==> src/rtl/dts_pkg.sv <==
// Package: shared widths, command and direction encodings, and the slot record
// used by every module of the training command sequencer.
package dts_pkg;
    localparam int NUM_SLOTS = 4;
    localparam int SIDX_W    = $clog2(NUM_SLOTS);
    localparam int CNT_W     = 16;
    localparam int GAP_W     = 8;
    localparam int POST_W    = 16;
    localparam int WAIT_W    = (POST_W > GAP_W) ? POST_W : GAP_W;
    localparam int ADDR_W    = 16;
    localparam int BANK_W    = 3;
    localparam int RANK_W    = 2;
    localparam int CMD_W     = 4;
    localparam int WRAP_W    = 5;
    localparam int LOOP_W    = 8;
    localparam int COL_STEP  = 8;
    localparam int DATA_W    = 32;
    // go register field positions
    localparam int GO_SLOT_LSB = 18;
    localparam int GO_TIMER    = 22;

    typedef enum logic [CMD_W-1:0] {
        CMD_NOP = 4'd0, CMD_MRS = 4'd1, CMD_ACT = 4'd2, CMD_RD  = 4'd3,
        CMD_WR  = 4'd4, CMD_PRE = 4'd5, CMD_ZQ  = 4'd6, CMD_NOP2 = 4'd7
    } cmd_e;

    typedef enum logic [1:0] {
        DIR_NONE = 2'd0, DIR_READ = 2'd1, DIR_WRITE = 2'd2
    } dir_e;

    typedef struct packed {
        logic [CMD_W-1:0]  cmd;
        logic [RANK_W-1:0] rank;
        logic [1:0]        dir;
        logic [CNT_W-1:0]  count;
        logic [GAP_W-1:0]  gap;
        logic [POST_W-1:0] post;
        logic              step_bank;
        logic              step_col;
        logic [WRAP_W-1:0] wrap;
        logic [ADDR_W-1:0] addr;
        logic [BANK_W-1:0] bank;
    } slot_t;
endpackage

==> src/rtl/dts_slot_file.sv <==
// Slot file: holds NUM_SLOTS slot records, written one word at a time.
// Assumes the caller raises `lock` for the whole run; writes are dropped then.
module dts_slot_file
    import dts_pkg::*;
(
    input  logic              clk,
    input  logic              rst_n,
    input  logic              wr_en,
    input  logic              lock,
    input  logic [SIDX_W-1:0] wr_slot,
    input  logic [1:0]        wr_field,
    input  logic [DATA_W-1:0] wr_data,
    input  logic [SIDX_W-1:0] rd_slot,
    output slot_t             rd_rec
);
    slot_t table_w [NUM_SLOTS];

    for (genvar g = 0; g < NUM_SLOTS; g++) begin : g_slot
        slot_t rec_q;
        // Capture the addressed word of this slot when unlocked.
        always_ff @(posedge clk) begin
            if (!rst_n) begin
                rec_q <= '0;
            end else if (wr_en && !lock && (wr_slot == SIDX_W'(g))) begin
                case (wr_field)
                    2'd0: begin
                        rec_q.cmd  <= wr_data[3:0];
                        rec_q.rank <= wr_data[5:4];
                        rec_q.dir  <= wr_data[7:6];
                    end
                    2'd1: begin
                        rec_q.count <= wr_data[CNT_W-1:0];
                        rec_q.gap   <= wr_data[16 +: GAP_W];
                    end
                    2'd2: begin
                        rec_q.post      <= wr_data[POST_W-1:0];
                        rec_q.step_bank <= wr_data[16];
                        rec_q.step_col  <= wr_data[17];
                        rec_q.wrap      <= wr_data[18 +: WRAP_W];
                    end
                    default: begin
                        rec_q.addr <= wr_data[ADDR_W-1:0];
                        rec_q.bank <= wr_data[16 +: BANK_W];
                    end
                endcase
            end
        end
        assign table_w[g] = rec_q;
    end

    assign rd_rec = table_w[rd_slot];
endmodule

==> src/rtl/dts_addr_step.sv <==
// Address stepper: next bank and column address after one issue.
// Purely combinational; a wrap position of 0 disables the roll-over.
module dts_addr_step
    import dts_pkg::*;
(
    input  logic [ADDR_W-1:0] addr_in,
    input  logic [BANK_W-1:0] bank_in,
    input  logic              step_bank,
    input  logic              step_col,
    input  logic [WRAP_W-1:0] wrap,
    output logic [ADDR_W-1:0] addr_out,
    output logic [BANK_W-1:0] bank_out
);
    logic [ADDR_W-1:0] sum;

    // Add the column stride and clear bits at or above the wrap position.
    always_comb begin
        sum = addr_in + ADDR_W'(COL_STEP);
        for (int i = 0; i < ADDR_W; i++) begin
            addr_out[i] = step_col ? (sum[i] & ((wrap == '0) || (i < int'(wrap))))
                                   : addr_in[i];
        end
    end

    // Bank advances modulo its natural width.
    assign bank_out = step_bank ? bank_in + BANK_W'(1) : bank_in;
endmodule

==> src/rtl/dts_run_ctrl.sv <==
// Run controller: the issue/gap/post state machine, slot and loop counters,
// busy and done flags. Assumes the slot fields it reads stay stable during a run.
module dts_run_ctrl
    import dts_pkg::*;
(
    input  logic              clk,
    input  logic              rst_n,
    input  logic              go_we,
    input  logic [DATA_W-1:0] go_wdata,
    input  logic [CNT_W-1:0]  cur_count,
    input  logic [GAP_W-1:0]  cur_gap,
    input  logic [POST_W-1:0] cur_post,
    output logic [SIDX_W-1:0] slot_idx,
    output logic              rep_first,
    output logic              issue,
    output logic              busy,
    output logic              timer_mode,
    output logic              done_norm,
    output logic              done_timer
);
    typedef enum logic [1:0] {ST_IDLE, ST_ISSUE, ST_GAP, ST_POST} state_e;

    state_e            state_q;
    logic [CNT_W-1:0]  rep_q;
    logic [WAIT_W-1:0] wait_q;
    logic [LOOP_W-1:0] loop_q, loop_last_q;
    logic [SIDX_W-1:0] last_slot_q;
    logic [CNT_W-1:0]  count_eff;
    logic [GAP_W-1:0]  gap_eff;
    logic              last_rep, run_end;
    state_e            adv_state;
    logic [SIDX_W-1:0] adv_slot;
    logic [LOOP_W-1:0] adv_loop;

    // Zero count and zero gap both act as one.
    always_comb begin
        count_eff = (cur_count == '0) ? CNT_W'(1) : cur_count;
        gap_eff   = (cur_gap == '0) ? GAP_W'(1) : cur_gap;
        last_rep  = (rep_q == count_eff - CNT_W'(1));
    end

    // Where the machine goes once a slot (and its post-wait) is finished.
    always_comb begin
        run_end   = (slot_idx == last_slot_q) && (loop_q == loop_last_q);
        adv_state = run_end ? ST_IDLE : ST_ISSUE;
        adv_slot  = (slot_idx == last_slot_q) ? '0 : slot_idx + SIDX_W'(1);
        adv_loop  = (slot_idx == last_slot_q) ? loop_q + LOOP_W'(1) : loop_q;
    end

    // Sequencing state and counters.
    always_ff @(posedge clk) begin
        if (!rst_n) begin
            state_q     <= ST_IDLE;
            rep_q       <= '0;
            wait_q      <= '0;
            loop_q      <= '0;
            loop_last_q <= '0;
            last_slot_q <= '0;
            slot_idx    <= '0;
            timer_mode  <= 1'b0;
            done_norm   <= 1'b0;
            done_timer  <= 1'b0;
        end else begin
            case (state_q)
                ST_IDLE: begin
                    if (go_we) begin
                        state_q     <= ST_ISSUE;
                        rep_q       <= '0;
                        loop_q      <= '0;
                        slot_idx    <= '0;
                        last_slot_q <= go_wdata[GO_SLOT_LSB +: SIDX_W];
                        loop_last_q <= (go_wdata[LOOP_W-1:0] == '0) ? '0
                                       : go_wdata[LOOP_W-1:0] - LOOP_W'(1);
                        timer_mode  <= go_wdata[GO_TIMER];
                        done_norm   <= 1'b0;
                        done_timer  <= 1'b0;
                    end
                end
                ST_ISSUE: begin
                    if (!last_rep) begin
                        rep_q <= rep_q + CNT_W'(1);
                        if (gap_eff > GAP_W'(1)) begin
                            state_q <= ST_GAP;
                            wait_q  <= WAIT_W'(gap_eff) - WAIT_W'(2);
                        end
                    end else begin
                        rep_q <= '0;
                        if (cur_post != '0) begin
                            state_q <= ST_POST;
                            wait_q  <= WAIT_W'(cur_post) - WAIT_W'(1);
                        end else begin
                            state_q  <= adv_state;
                            slot_idx <= adv_slot;
                            loop_q   <= adv_loop;
                            if (run_end) begin
                                done_norm  <= !timer_mode;
                                done_timer <= timer_mode;
                            end
                        end
                    end
                end
                ST_GAP: begin
                    if (wait_q == '0) state_q <= ST_ISSUE;
                    else              wait_q  <= wait_q - WAIT_W'(1);
                end
                default: begin
                    if (wait_q == '0) begin
                        state_q  <= adv_state;
                        slot_idx <= adv_slot;
                        loop_q   <= adv_loop;
                        if (run_end) begin
                            done_norm  <= !timer_mode;
                            done_timer <= timer_mode;
                        end
                    end else begin
                        wait_q <= wait_q - WAIT_W'(1);
                    end
                end
            endcase
        end
    end

    assign issue     = (state_q == ST_ISSUE);
    assign busy      = (state_q != ST_IDLE);
    assign rep_first = (rep_q == '0);
endmodule

==> src/rtl/dts_seq.sv <==
// Top: training command sequencer. Ties the slot file, run controller and
// address stepper together and drives the command bus and status byte.
// Assumes software writes slots only while idle (writes are dropped otherwise).
module dts_seq
    import dts_pkg::*;
(
    input  logic              clk,
    input  logic              rst_n,
    input  logic              cfg_we,
    input  logic [1:0]        cfg_slot,
    input  logic [1:0]        cfg_field,
    input  logic [31:0]       cfg_wdata,
    input  logic              go_we,
    input  logic [31:0]       go_wdata,
    output logic              cmd_valid,
    output logic [3:0]        cmd_code,
    output logic [2:0]        cmd_bank,
    output logic [15:0]       cmd_addr,
    output logic [1:0]        cmd_rank,
    output logic              rd_phase,
    output logic              wr_phase,
    output logic [7:0]        status
);
    slot_t             rec;
    logic [SIDX_W-1:0] slot_idx;
    logic              rep_first, issue, busy, timer_mode, done_norm, done_timer;
    logic [ADDR_W-1:0] run_addr_q, cur_addr, nxt_addr;
    logic [BANK_W-1:0] run_bank_q, cur_bank, nxt_bank;

    dts_slot_file u_slots (
        .clk(clk), .rst_n(rst_n), .wr_en(cfg_we), .lock(busy),
        .wr_slot(cfg_slot), .wr_field(cfg_field), .wr_data(cfg_wdata),
        .rd_slot(slot_idx), .rd_rec(rec)
    );

    dts_run_ctrl u_ctrl (
        .clk(clk), .rst_n(rst_n), .go_we(go_we), .go_wdata(go_wdata),
        .cur_count(rec.count), .cur_gap(rec.gap), .cur_post(rec.post),
        .slot_idx(slot_idx), .rep_first(rep_first), .issue(issue), .busy(busy),
        .timer_mode(timer_mode), .done_norm(done_norm), .done_timer(done_timer)
    );

    // First issue of a slot uses the programmed start point.
    assign cur_addr = rep_first ? rec.addr : run_addr_q;
    assign cur_bank = rep_first ? rec.bank : run_bank_q;

    dts_addr_step u_step (
        .addr_in(cur_addr), .bank_in(cur_bank),
        .step_bank(rec.step_bank), .step_col(rec.step_col), .wrap(rec.wrap),
        .addr_out(nxt_addr), .bank_out(nxt_bank)
    );

    // Hold the stepped address and bank for the slot's next issue.
    always_ff @(posedge clk) begin
        if (!rst_n) begin
            run_addr_q <= '0;
            run_bank_q <= '0;
        end else if (issue) begin
            run_addr_q <= nxt_addr;
            run_bank_q <= nxt_bank;
        end
    end

    // Command bus: fields are driven only on issue cycles outside timer mode.
    always_comb begin
        cmd_valid = issue && !timer_mode;
        cmd_code  = cmd_valid ? rec.cmd  : CMD_NOP;
        cmd_bank  = cmd_valid ? cur_bank : '0;
        cmd_addr  = cmd_valid ? cur_addr : '0;
        cmd_rank  = cmd_valid ? rec.rank : '0;
        rd_phase  = cmd_valid && (rec.dir == DIR_READ);
        wr_phase  = cmd_valid && (rec.dir == DIR_WRITE);
        status    = {1'b0, done_timer, 1'b0, done_norm, 3'b000, busy};
    end
endmodule

==> config.mk <==
export PLATFORM = sky130hd
export DESIGN_NAME = dts_seq
export DESIGN_NICKNAME = d
export VERILOG_FILES = /design/src/rtl/dts_pkg.sv /design/src/rtl/dts_slot_file.sv /design/src/rtl/dts_addr_step.sv /design/src/rtl/dts_run_ctrl.sv /design/src/rtl/dts_seq.sv
export SDC_FILE = /design/constraint.sdc
export NUM_CORES = 1
export LEC_CHECK = 0
export BUFFER_PORTS_ARGS = -buffer_cell sky130_fd_sc_hd__buf_4
export CORE_MARGIN = 2
export CORE_UTILIZATION = 61
export CTS_CLUSTER_DIAMETER = 200
export DETAILED_ROUTE_END_ITERATION = 7
export GPL_TIMING_DRIVEN = 1
export PLACE_DENSITY = 0.85
export SLEW_MARGIN = 20
export SYNTH_ARGS = -nofsm -noshare
export SYNTH_HDL_FRONTEND = slang
export SYNTH_SLANG_ARGS = --single-unit
==> constraint.sdc <==
create_clock -name clk -period 5.8 [get_ports clk]
set_input_delay 0.87 -clock clk [delete_from_list [all_inputs] [get_ports clk]]
set_output_delay 0.87 -clock clk [all_outputs]
set_load 0.01 [all_outputs]
==> impl_summary.txt, run 1 <==
----------------------------------------------------
[STA]
  Sum of negative setup slack ... 0 ns
  Final Max Slew Viols ... 0
  Slew @ Worst Pin ... 1.102 ns
  Final Hold Vio Count ... 0
  Share of the clock period used by the worst path after layout ... 86.40%
  Highest achievable clock rate ... approximately 0.2 GHz
  Unrepaired setup endpoints after global routing ... false
  Max-slew headroom at the worst pin ... approximately a quarter
  Final setup violation count ... 0
  Period minus WS final ... 5.011 ns
  Post-route clock skew ... ~0.022 ns

[Yosys]
  Most used flip-flop cell after synthesis ... dfxtp_1
  Warnings, synthesis ... 0
  Proportion of synthesized flip-flops having asynchronous set or reset ... 0%
  Number of cells produced by synthesis ... 2156
  Unique cell type count in the Yosys netlist ... 82
  Synthesized area per cell ... ~8.3 sq um
  Total of flip-flops plus latches after synthesis ... approximately 370
  Portion of the post-synthesis area used by sequential elements ... 41.82%
  Number of flops mapped to enable cells by yosys ... 0
  Area share of the leading cell type in the synthesized netlist ... 41.82%
  Leading post-synthesis cells by instance count ... 610 x nand2_1, 372 x dfxtp_1, 314 x a21oi_1, 148 x nor2_1, 126 x clkbuf_1
  Post-synth design cell area ... 17810 sq um
  Largest area contributor in the netlist ... dfxtp_1
  Leading cell type by number of instances after synthesis ... nand2_1
  Area contributors post-synth ... dfxtp_1 42%, nand2_1 13%, mux4_2 9.2%

[Die]
  Die Span X ... around 170 um
  Initial core utilization ... between 60% and 70%
  Area of the placeable core ... between 20000 and 30000 sq um
  Std-Cell Rows ... 62
  Total Die Area ... a little over 30000 sq um
  Number of placed I/O pins ... 108
  Height of the chip ... about 170 um

[Critical path]
  Delay of the slowest critical-path stage ... roughly 0.65 ns
  Endpoint kind of the worst setup timing path ... flop
  Number of buffer and inverter stages on the critical path ... 0
  Endpoint of the lowest-slack register-to-register path ... u_ctrl.wait_q[5]
  Required time worst endpoint ... 6.22 ns
  Origin of the critical flop-to-flop path ... u_ctrl.slot_idx[0]
  Top fanout value on the critical path ... 19
  Logic depth of the worst register-to-register path ... 15
  Data arrival time of the critical path ... between 5 and 6 ns
  Worst-case register-to-register setup slack ... between 0.7 and 0.8 ns
  Launching element type of the critical path ... flop
  Cells along the critical path ... mux4_2 > nor4_1 > and2_1 > a41oi_1 > ha_1 > and2_1 > o21ai_0 > nand3_1 > a211oi_2 > nand3_2 > nor3_4 > a21oi_1 > o21ai_2 > a21oi_1 > a31o_1
  Worst setup path start ... u_ctrl.slot_idx[0]
  CP delay by family, top ... compound AO/OA/AOI/OAI gates
  Slowest library cell on the worst path ... mux4_2
  Setup CP Type ... flop to flop

[Route]
  Via/cell ratio ... a little over 6
  Final Routed Wirelength ... ~50000 um
  Number of DRC violations after detailed routing ... 0
  Total vias in the final route ... around 16000
  Initial DRC count ... between 2000 and 2500
  Remaining antenna violation count ... 0
  1st-pass router iterations ... 6
  Routed wirelength normalized by instance count ... 19.46 um

[Finish]
  Inserted Diodes ... 0
  Count of placed standard cells in the final layout, fillers left out ... 2548
  Total of fill cells in the finished design ... around 2200
  Layout cells sized above 1 ... 12.01%
  Net count reported at finish ... 2218
  Post-layout util ... between 60% and 70%
  P&R area growth vs syn ... 10.83%

[Placement]
  GPL Wtd Cong ... around 0.93
  DP HPWL ... about 31000 um
  Number of buffers added on ports ... between 70 and 80
  Total instance count after detailed placement ... roughly 2500

[Global route]
  Number of antenna violations at the first check in global routing ... 0
  Via count of the first global-routing pass ... between 15000 and 20000
  Wire length of the first global-routing pass ... 77890 um
  Global-route usage over all layers ... 31.50%
  Pin count of the biggest net entering global routing ... 190
  Overflow after GRT ... 0

[Status]
  Outcome ... finished clean

[Min path]
  Worst Min Path Start ... run_addr_q[8]
  Min-Delay Endpoint ... run_addr_q[8]
  Min-delay worst type ... flop to flop
  Number of instances on the worst hold path ... 2

[Clock network]
  Total clock buffers created by CTS ... 39
  Number of sinks driven by the clock tree ... roughly 370
  Quantity of gates resized following cts ... 0
  CTS tree ... built
  Number of buffers inserted by hold repair at cts ... 0
  Clock-pin transition on the worst setup and hold timing paths ... about 0.060 ns
  Number of buffers added for setup after CTS ... 0
  Root cell of the clock tree ... clkbuf_16
  Worst-Skew Late Latency ... 0.54 ns
  H-Tree Level Count ... 2
  Deepest clock path buffer count ... 3

[Power]
  Leakage power ... 0.006730 uW
  Worst-case vdd ir drop ... between 0.2 and 0.3 mV
  PwrDens ... between 300 and 400 nW/um^2

[Flow run]
  Number of max-cap violations ... 0

----------------------------------------------------
==> final cells by class <==
type	count	area, sq um	area share, %
repair buffers	90	691.9	3.506
inverters	29	116.4	0.5896
well taps	384	480.5	2.434
multi-input cells	1604	9649	48.89
clock inverters	13	192.7	0.9763
flip-flops and latches	372	7455	37.77
clock buffers	56	1151	5.832
==> metal layers <==
layer	wire length, um	vias up	global-route usage [%]	part of all wire (%)
li1	-	7304	-	-
met1	19430	7490	40.90	39
met2	22920	880	51.25	46
met3	4784	156	5.091	9.7
met4	2433	0	15.69	4.9
met5	0	-	0	0
==> worst max-delay path by stage <==
| stage | cells after the start | end | slack, ns |
|---|---|---|---|
| finish | 15 | u_ctrl.wait_q[5] | 0.79 |
| global route | 15 | u_ctrl.wait_q[5] | 0.47 |
| CTS | 15 | u_ctrl.wait_q[5] | 0.91 |
| detailed placement | 15 | u_ctrl.wait_q[5] | 0.94 |
| global placement | 15 | u_ctrl.wait_q[13] | 1.03 |
| floorplan | 17 | u_ctrl.done_norm | 1.36 |
==> layout by cell type (no fill, tap or decap), types with 36 or more instances in the layout <==
master	synthesis	routed
clkbuf_16	0	40
o21ai_0	36	36
buf_4	10	88
nand2_1	610	610
mux4_2	73	73
xnor2_1	54	54
nor2_1	148	140
nor3_1	37	37
a21oi_1	314	314
dfxtp_1	372	370
mux2i_1	61	61
==> sequential cells by signal (all words and copies together), names as in the netlist <==
name,count
u_ctrl.rep_q,16
u_ctrl.loop_q,8
u_slots.g_slot.rec_q,296
u_ctrl.timer_mode,1
run_bank_q,3
u_ctrl.wait_q,16
u_ctrl.slot_idx,2
run_addr_q,16
u_ctrl.done_norm,1
u_ctrl.loop_last_q,8
u_ctrl.done_timer,1
u_ctrl.last_slot_q,2
u_ctrl.state_q,2
==> power breakdown <==
group | switching, uW | leakage, uW | total [uW] | internal (uW)
Sequential | 129 | 0.00301 | 2810 | 2680
Clock | 1050 | 0.000660 | 2620 | 1570
Combinational | 1130 | 0.00306 | 1780 | 646
Total | 2310 | 0.00673 | 7210 | 4890
==> tightest hold or removal path, stage by stage (launching register included) <==
cell     delay (ns)
dfxtp_1        0.31
nand2_1        0.05
a21oi_1        0.05
==> cell families (layout without fill, tap and decap cells) <==
kind of cell / after synthesis / count (layout) / share of synthesized area [%]
mux: 138 / 138 / 13.00
simple gates: 941 / 941 / 22.77
compound gates: 427 / 427 / 13.27
buf+inv: 184 / 188 / 4.342
other cells: 1 / 5 / 0.02106
xor+xnor: 83 / 83 / 4.082
flops: 372 / 372 / 41.82
fa+ha+maj: 10 / 10 / 0.7026
==> through the flow <==
step	setup slack [ns]	hold WS, ns	power, uW	cell area (sq um)
after CTS	0.9083	0.4513	7162	19710
after global placement	1.031	0.4374	4536	18360
after floorplan	1.358	0.4285	4194	17820
after global routing	0.4690	0.4690	7487	19740
after detailed placement	0.9350	0.4433	4585	18370
final	0.7887	0.4520	7209	19740
Power figures use the tool's default switching activity.
==> inputs of run 2 (changes only) <==
--- a/config.mk
+++ b/config.mk
@@ -11,7 +11,7 @@
 export CTS_CLUSTER_DIAMETER = 200
 export DETAILED_ROUTE_END_ITERATION = 7
 export GPL_TIMING_DRIVEN = 1
-export PLACE_DENSITY = 0.85
+export PLACE_DENSITY = 0.84
 export SLEW_MARGIN = 20
 export SYNTH_ARGS = -nofsm -noshare
 export SYNTH_HDL_FRONTEND = slang
==> impl_summary.txt, run 2 (synthesis results as in run 1) <==
----------------------------------------------------
[Route]
  Number of DRC violations after detailed routing ... 0
  Routed wirelength normalized by instance count ... roughly 19 um
  Via/cell ratio ... 6.197
  Final Routed Wirelength ... roughly 50000 um
  1st-pass router iterations ... 5
  Remaining antenna violation count ... 0
  Initial DRC count ... 1822
  Total vias in the final route ... between 15000 and 20000

[Critical path]
  Origin of the critical flop-to-flop path ... u_ctrl.slot_idx[0]
  Top fanout value on the critical path ... 20
  Endpoint kind of the worst setup timing path ... flop
  Slowest library cell on the worst path ... mux4_2
  Delay of the slowest critical-path stage ... between 0.6 and 0.7 ns
  Worst-case register-to-register setup slack ... between 0.7 and 0.8 ns
  Endpoint of the worst setup timing path ... u_ctrl.wait_q[7]
  Cells along the critical path ... mux4_2 > nor3_1 > and2_1 > a41oi_1 > ha_1 > and2_1 > o21ai_0 > nand3_1 > a211oi_2 > nand3_2 > nor3_4 > a21oi_1 > o21ai_2 > a21oi_1 > a211oi_1
  Data arrival time of the critical path ... between 5 and 6 ns
  Launching element type of the critical path ... flop
  Required time worst endpoint ... 6.23 ns
  Setup CP Type ... flop to flop
  Endpoint of the lowest-slack register-to-register path ... u_ctrl.wait_q[7]
  Worst setup path start ... u_ctrl.slot_idx[0]
  Logic depth of the worst register-to-register path ... 15

[Die]
  Area of the placeable core ... between 20000 and 30000 sq um
  Initial core utilization ... between 60% and 70%
  Die Span X ... approximately 170 um
  Total Die Area ... 30570 sq um
  Std-Cell Rows ... 62
  Height of the chip ... ~170 um
  Number of placed I/O pins ... about 110

[Global route]
  Pin count of the biggest net entering global routing ... 180
  Number of antenna violations at the first check in global routing ... 2
  Via count of the first global-routing pass ... ~15000
  Global-route usage over all layers ... approximately a third
  Overflow after GRT ... 0
  Wire length of the first global-routing pass ... around 79000 um

[STA]
  Unrepaired setup endpoints after global routing ... false
  Share of the clock period used by the worst path after layout ... about 90%
  Slew @ Worst Pin ... approximately 1.1 ns
  Post-route clock skew ... approximately 0.019 ns
  Final Max Slew Viols ... 0
  Highest achievable clock rate ... slightly below 0.2 GHz
  Sum of negative setup slack ... 0 ns
  Period minus WS final ... approximately 5 ns
  Final Hold Vio Count ... 0
  Final setup violation count ... 0
  Max-slew headroom at the worst pin ... 27.61%

[Finish]
  Max reg flops ... between 200 and 300
  Most common library cell in the layout ignoring fill and taps ... nand2_1
  Net count reported at finish ... approximately 2200
  Most flops, register ... u_slots.g_slot.rec_q
  Commonest cells after routing, fill and taps aside ... 610 x nand2_1, 370 x dfxtp_1, 314 x a21oi_1, 141 x nor2_1, 90 x buf_4
  P&R area growth vs syn ... 10.11%
  Layout cells sized above 1 ... around an eighth

[Clock network]
  Worst-Skew Late Latency ... 0.54 ns
  Root cell of the clock tree ... clkbuf_16
  Number of sinks driven by the clock tree ... about 370
  Clock-pin transition on the worst setup and hold timing paths ... ~0.06 ns
  Total clock buffers created by CTS ... 39
  Number of buffers inserted by hold repair at cts ... 0
  CTS tree ... built
  H-Tree Level Count ... 2
  Quantity of gates resized following cts ... 0
  Number of buffers added for setup after CTS ... 0
  Deepest clock path buffer count ... 3

[Placement]
  DP HPWL ... 31690 um
  GPL Wtd Cong ... a little over 0.9
  Number of buffers added on ports ... 73

[Power]
  Power after layout ... around 7000 uW
  PwrDens ... around 360 nW/um^2
  Leakage power ... 0.006673 uW
  Worst-case vdd ir drop ... roughly 0.22 mV

[Min path]
  Min-delay worst type ... flop to flop

[Status]
  Outcome ... finished clean

[Flow run]
  Number of max-cap violations ... 0

----------------------------------------------------
==> run 2: cell types whose count changed in the layout (fill, tap and decap cells not counted), sizes merged <==
cell      previous run  this run
inv                 31        30
buf                 90        91
clkbuf              56        61
clkinvlp             1         0
diode                0         1
bufinv               4         0
==> run 2: worst min-delay path by stage <==
stage,from,endpoint,slack (ns),cells past startpoint
after floorplan,run_bank_q[1],run_bank_q[1],0.43,2
after global placement,run_bank_q[1],run_bank_q[1],0.44,2
after detailed placement,run_bank_q[1],run_bank_q[1],0.44,2
after CTS,run_bank_q[1],run_bank_q[1],0.45,2
after global routing,run_bank_q[1],run_bank_q[1],0.47,2
final,u_slots.g_slot[3].rec_q[6],u_slots.g_slot[3].rec_q[6],0.45,2
==> run 2: area by class of cell <==
cell class / count / area [sq um]
multi-input combinational: 1604 / 9644
fill: 2205 / 9095
sequential: 372 / 7455
clock buffer: 61 / 1160
timing repair buffer: 91 / 695.7
tap: 384 / 480.5
inverter: 29 / 116.4
clock inverter: 7 / 53.80
antenna: 1 / 2.502
==> run 2: through the flow <==
step / worst slack, ns / hold WS (ns) / instances / cell area (sq um) / utilization, %
after floorplan: 1.358 / 0.4285 / 2160 / 17820 / -
after global placement: 0.8700 / 0.4351 / 2480 / 18370 / 64.01
after detailed placement: 0.8053 / 0.4431 / 2480 / 18380 / 64.03
after CTS: 0.7938 / 0.4510 / 2548 / 19590 / 68.26
after global routing: 0.2577 / 0.4655 / 2548 / 19610 / 68.30
final: 0.7121 / 0.4528 / 2549 / 19610 / 68.31
==> run 2: report_power, final <==
group	leakage [uW]	internal (uW)	switching, uW
Sequential	0.00301	2680	131
Clock	0.000597	1380	1010
Combinational	0.00307	640	1140
==> run 2: critical path: cells and delay by family, from the launching register on <==
kind | cells | cell delay, ns
AND/OR/NAND/NOR | 6 | 1.72
multiplexers | 1 | 0.66
adder cells (fa/ha/maj) | 1 | 0.32
flip-flops | 1 | 0.59
AO/OA/AOI/OAI | 7 | 1.67
==> run 2: metal layers <==
metal | wire (um) | track usage, %
met1 | 19890 | 41.25
met2 | 23200 | 52.70
met3 | 4453 | 5.809
met4 | 2077 | 13.92
met5 | 12 | 0
==> inputs of run 3 (changes only) <==
--- a/config.mk
+++ b/config.mk
@@ -11,6 +11,7 @@
 export CTS_CLUSTER_DIAMETER = 200
 export DETAILED_ROUTE_END_ITERATION = 7
 export GPL_TIMING_DRIVEN = 1
+export MAX_ROUTING_LAYER = met4
 export PLACE_DENSITY = 0.84
 export SLEW_MARGIN = 20
 export SYNTH_ARGS = -nofsm -noshare
==> impl_summary.txt, run 3 (synthesis results as in run 1) <==
----------------------------------------------------
[Critical path]
  Required time worst endpoint ... around 6.3 ns
  Logic depth of the worst register-to-register path ... 15
  Endpoint of the lowest-slack register-to-register path ... u_ctrl.wait_q[7]
  Origin of the critical flop-to-flop path ... u_ctrl.slot_idx[0]
  Cells along the critical path ... mux4_2 > nor3_1 > and2_1 > a41oi_1 > ha_1 > and2_1 > o21ai_0 > nand3_1 > a211oi_2 > nand3_2 > nor3_4 > a21oi_1 > o21ai_2 > a21oi_1 > a211oi_1
  Launching element type of the critical path ... flop
  Data arrival time of the critical path ... between 5 and 6 ns
  Endpoint kind of the worst setup timing path ... flop
  Slowest library cell on the worst path ... mux4_2
  Setup CP Type ... flop to flop
  Worst-case register-to-register setup slack ... 0.63 ns
  Delay of the slowest critical-path stage ... between 0.6 and 0.7 ns
  Top fanout value on the critical path ... 20

[Die]
  Height of the chip ... 174.9 um
  Number of placed I/O pins ... 108
  Total Die Area ... between 30000 and 40000 sq um
  Area of the placeable core ... approximately 29000 sq um
  Die Span X ... around 170 um
  Initial core utilization ... 62.04%
  Std-Cell Rows ... slightly above 60

[Route]
  Via/cell ratio ... slightly above 6
  Remaining antenna violation count ... 0
  1st-pass router iterations ... 7
  Initial DRC count ... around 1800
  Final Routed Wirelength ... just under 50000 um
  Routed wirelength normalized by instance count ... roughly 19 um
  Total vias in the final route ... 15790
  Number of DRC violations after detailed routing ... 0

[Power]
  Leakage power ... between 0.006 and 0.007 uW
  Switching power share of the total ... 32.13%
  Sequential cell fraction of total power ... about 39%
  Worst-case vdd ir drop ... roughly 0.27 mV
  Reported net switching power ... 2341 uW
  Power after layout ... about 7300 uW
  PwrDens ... 368.1 nW/um^2
  Internal Dissipation ... about 4900 uW
  Relative contribution of combinational cells to total power ... between 20% and 30%
  Portion of total power attributed to the clock network ... between 30% and 40%

[Min path]
  Min-delay worst type ... flop to flop
  Min-Delay Endpoint ... u_slots.g_slot[0].rec_q[57]
  Worst Min Path Start ... u_slots.g_slot[0].rec_q[57]
  Number of instances on the worst hold path ... 2

[Status]
  Outcome ... finished clean

[Clock network]
  Number of buffers inserted by hold repair at cts ... 0
  Total clock buffers created by CTS ... 40
  CTS tree ... built
  Number of sinks driven by the clock tree ... between 300 and 400
  Deepest clock path buffer count ... 3
  Root cell of the clock tree ... clkbuf_16
  H-Tree Level Count ... 2
  Number of buffers added for setup after CTS ... 0
  Clock-pin transition on the worst setup and hold timing paths ... ~0.060 ns
  Worst-Skew Late Latency ... 0.55 ns
  Quantity of gates resized following cts ... 0

[Finish]
  Commonest cells after routing, fill and taps aside ... 610 x nand2_1, 370 x dfxtp_1, 314 x a21oi_1, 141 x nor2_1, 92 x buf_4
  Layout cells sized above 1 ... around an eighth
  P&R area growth vs syn ... 11.14%
  Net count reported at finish ... about 2200
  Max reg flops ... ~300
  Most flops, register ... u_slots.g_slot.rec_q
  Count of placed standard cells in the final layout, fillers left out ... approximately 2600
  Most common library cell in the layout ignoring fill and taps ... nand2_1

[Global route]
  Overflow after GRT ... 0
  Number of antenna violations at the first check in global routing ... 2
  Global-route usage over all layers ... 33.00%
  Via count of the first global-routing pass ... approximately 15000
  Wire length of the first global-routing pass ... just under 80000 um
  Pin count of the biggest net entering global routing ... 190

[STA]
  Post-route clock skew ... ~0.029 ns
  Worst hold slack ... between 0.4 and 0.5 ns
  Share of the clock period used by the worst path after layout ... approximately nine tenths
  Max-slew headroom at the worst pin ... between 20% and 30%
  Slew @ Worst Pin ... 1.089 ns
  Final setup violation count ... 0
  Final Max Slew Viols ... 0
  Highest achievable clock rate ... 0.1935 GHz
  Period minus WS final ... 5.169 ns
  Unrepaired setup endpoints after global routing ... false
  Final Hold Vio Count ... 0
  Sum of negative setup slack ... 0 ns

[Placement]
  Number of buffers added on ports ... 73
  Total instance count after detailed placement ... around 2500
  GPL Wtd Cong ... 0.9213
  DP HPWL ... around 31000 um

[Flow run]
  Number of max-cap violations ... 0

----------------------------------------------------
run 3: cell types whose count changed in the layout (fill, tap and decap cells not counted):
cell	before	now
inv_16	0	1
buf_12	1	0
clkbuf_8	8	9
diode_2	1	2
bufinv_16	0	5
nand2b_1	8	9
nand2b_2	1	0
clkinv_2	4	10
buf_4	90	92
clkbuf_1	13	6
run 3: critical path: cells and delay by family, from the launching register on:
| family | cells | cell delay [ns] |
|---|---|---|
| AOI/OAI and AO/OA | 7 | 1.66 |
| muxes | 1 | 0.65 |
| and+or+nand+nor | 6 | 1.80 |
| DFF | 1 | 0.61 |
| adders and majority gates | 1 | 0.33 |
run 3: layer usage:
metal	vias up	global-route usage, %	part of all wire (%)
met5	-	-	0
met4	0	13.51	4.2
met3	149	4.830	8.8
met2	816	53.26	47
met1	7507	41.81	40
li1	7316	-	-
run 3: metrics by stage:
step                cell area [sq um]  util (%)  setup slack [ns]
finish                          19790     68.95            0.6312
global route                    19790     68.95            0.1389
CTS                             19770     68.88            0.7271
detailed placement              18370     64.00            0.7763
global placement                18370     64.00            0.8375
floorplan                       17820         -             1.358
run 3: cell type report:
| cell class | instances | area [sq um] |
|---|---|---|
| clock inverters | 19 | 254.0 |
| flip-flops and latches | 372 | 7455 |
| inverters | 29 | 116.4 |
| well taps | 384 | 480.5 |
| fillers | 2258 | 8912 |
| clock buffers | 55 | 1147 |
| multi-input cells | 1604 | 9642 |
| repair buffers | 92 | 690.7 |
| diodes | 2 | 5.005 |
run 3: worst max-delay path by stage:
stage / to / start / depth (start not counted) / slack (ns)
2_1_floorplan: u_ctrl.done_norm / u_ctrl.slot_idx[0] / 17 / 1.36
3_3_place_gp: u_ctrl.wait_q[5] / u_ctrl.slot_idx[0] / 15 / 0.84
3_5_place_dp: u_ctrl.wait_q[7] / u_ctrl.slot_idx[0] / 15 / 0.78
4_1_cts: u_ctrl.wait_q[13] / u_ctrl.slot_idx[0] / 15 / 0.73
5_1_grt: u_ctrl.wait_q[7] / u_ctrl.slot_idx[0] / 15 / 0.14
6_report: u_ctrl.wait_q[7] / u_ctrl.slot_idx[0] / 15 / 0.63
run 3: power groups by stage:
stage	registers [uW]	clock network [uW]	logic [uW]
floorplan	2810	0	1390
global placement	2860	0	1690
detailed placement	2860	0	1730
CTS	2810	2700	1750
global route	2830	2810	1930
finish	2810	2690	1780
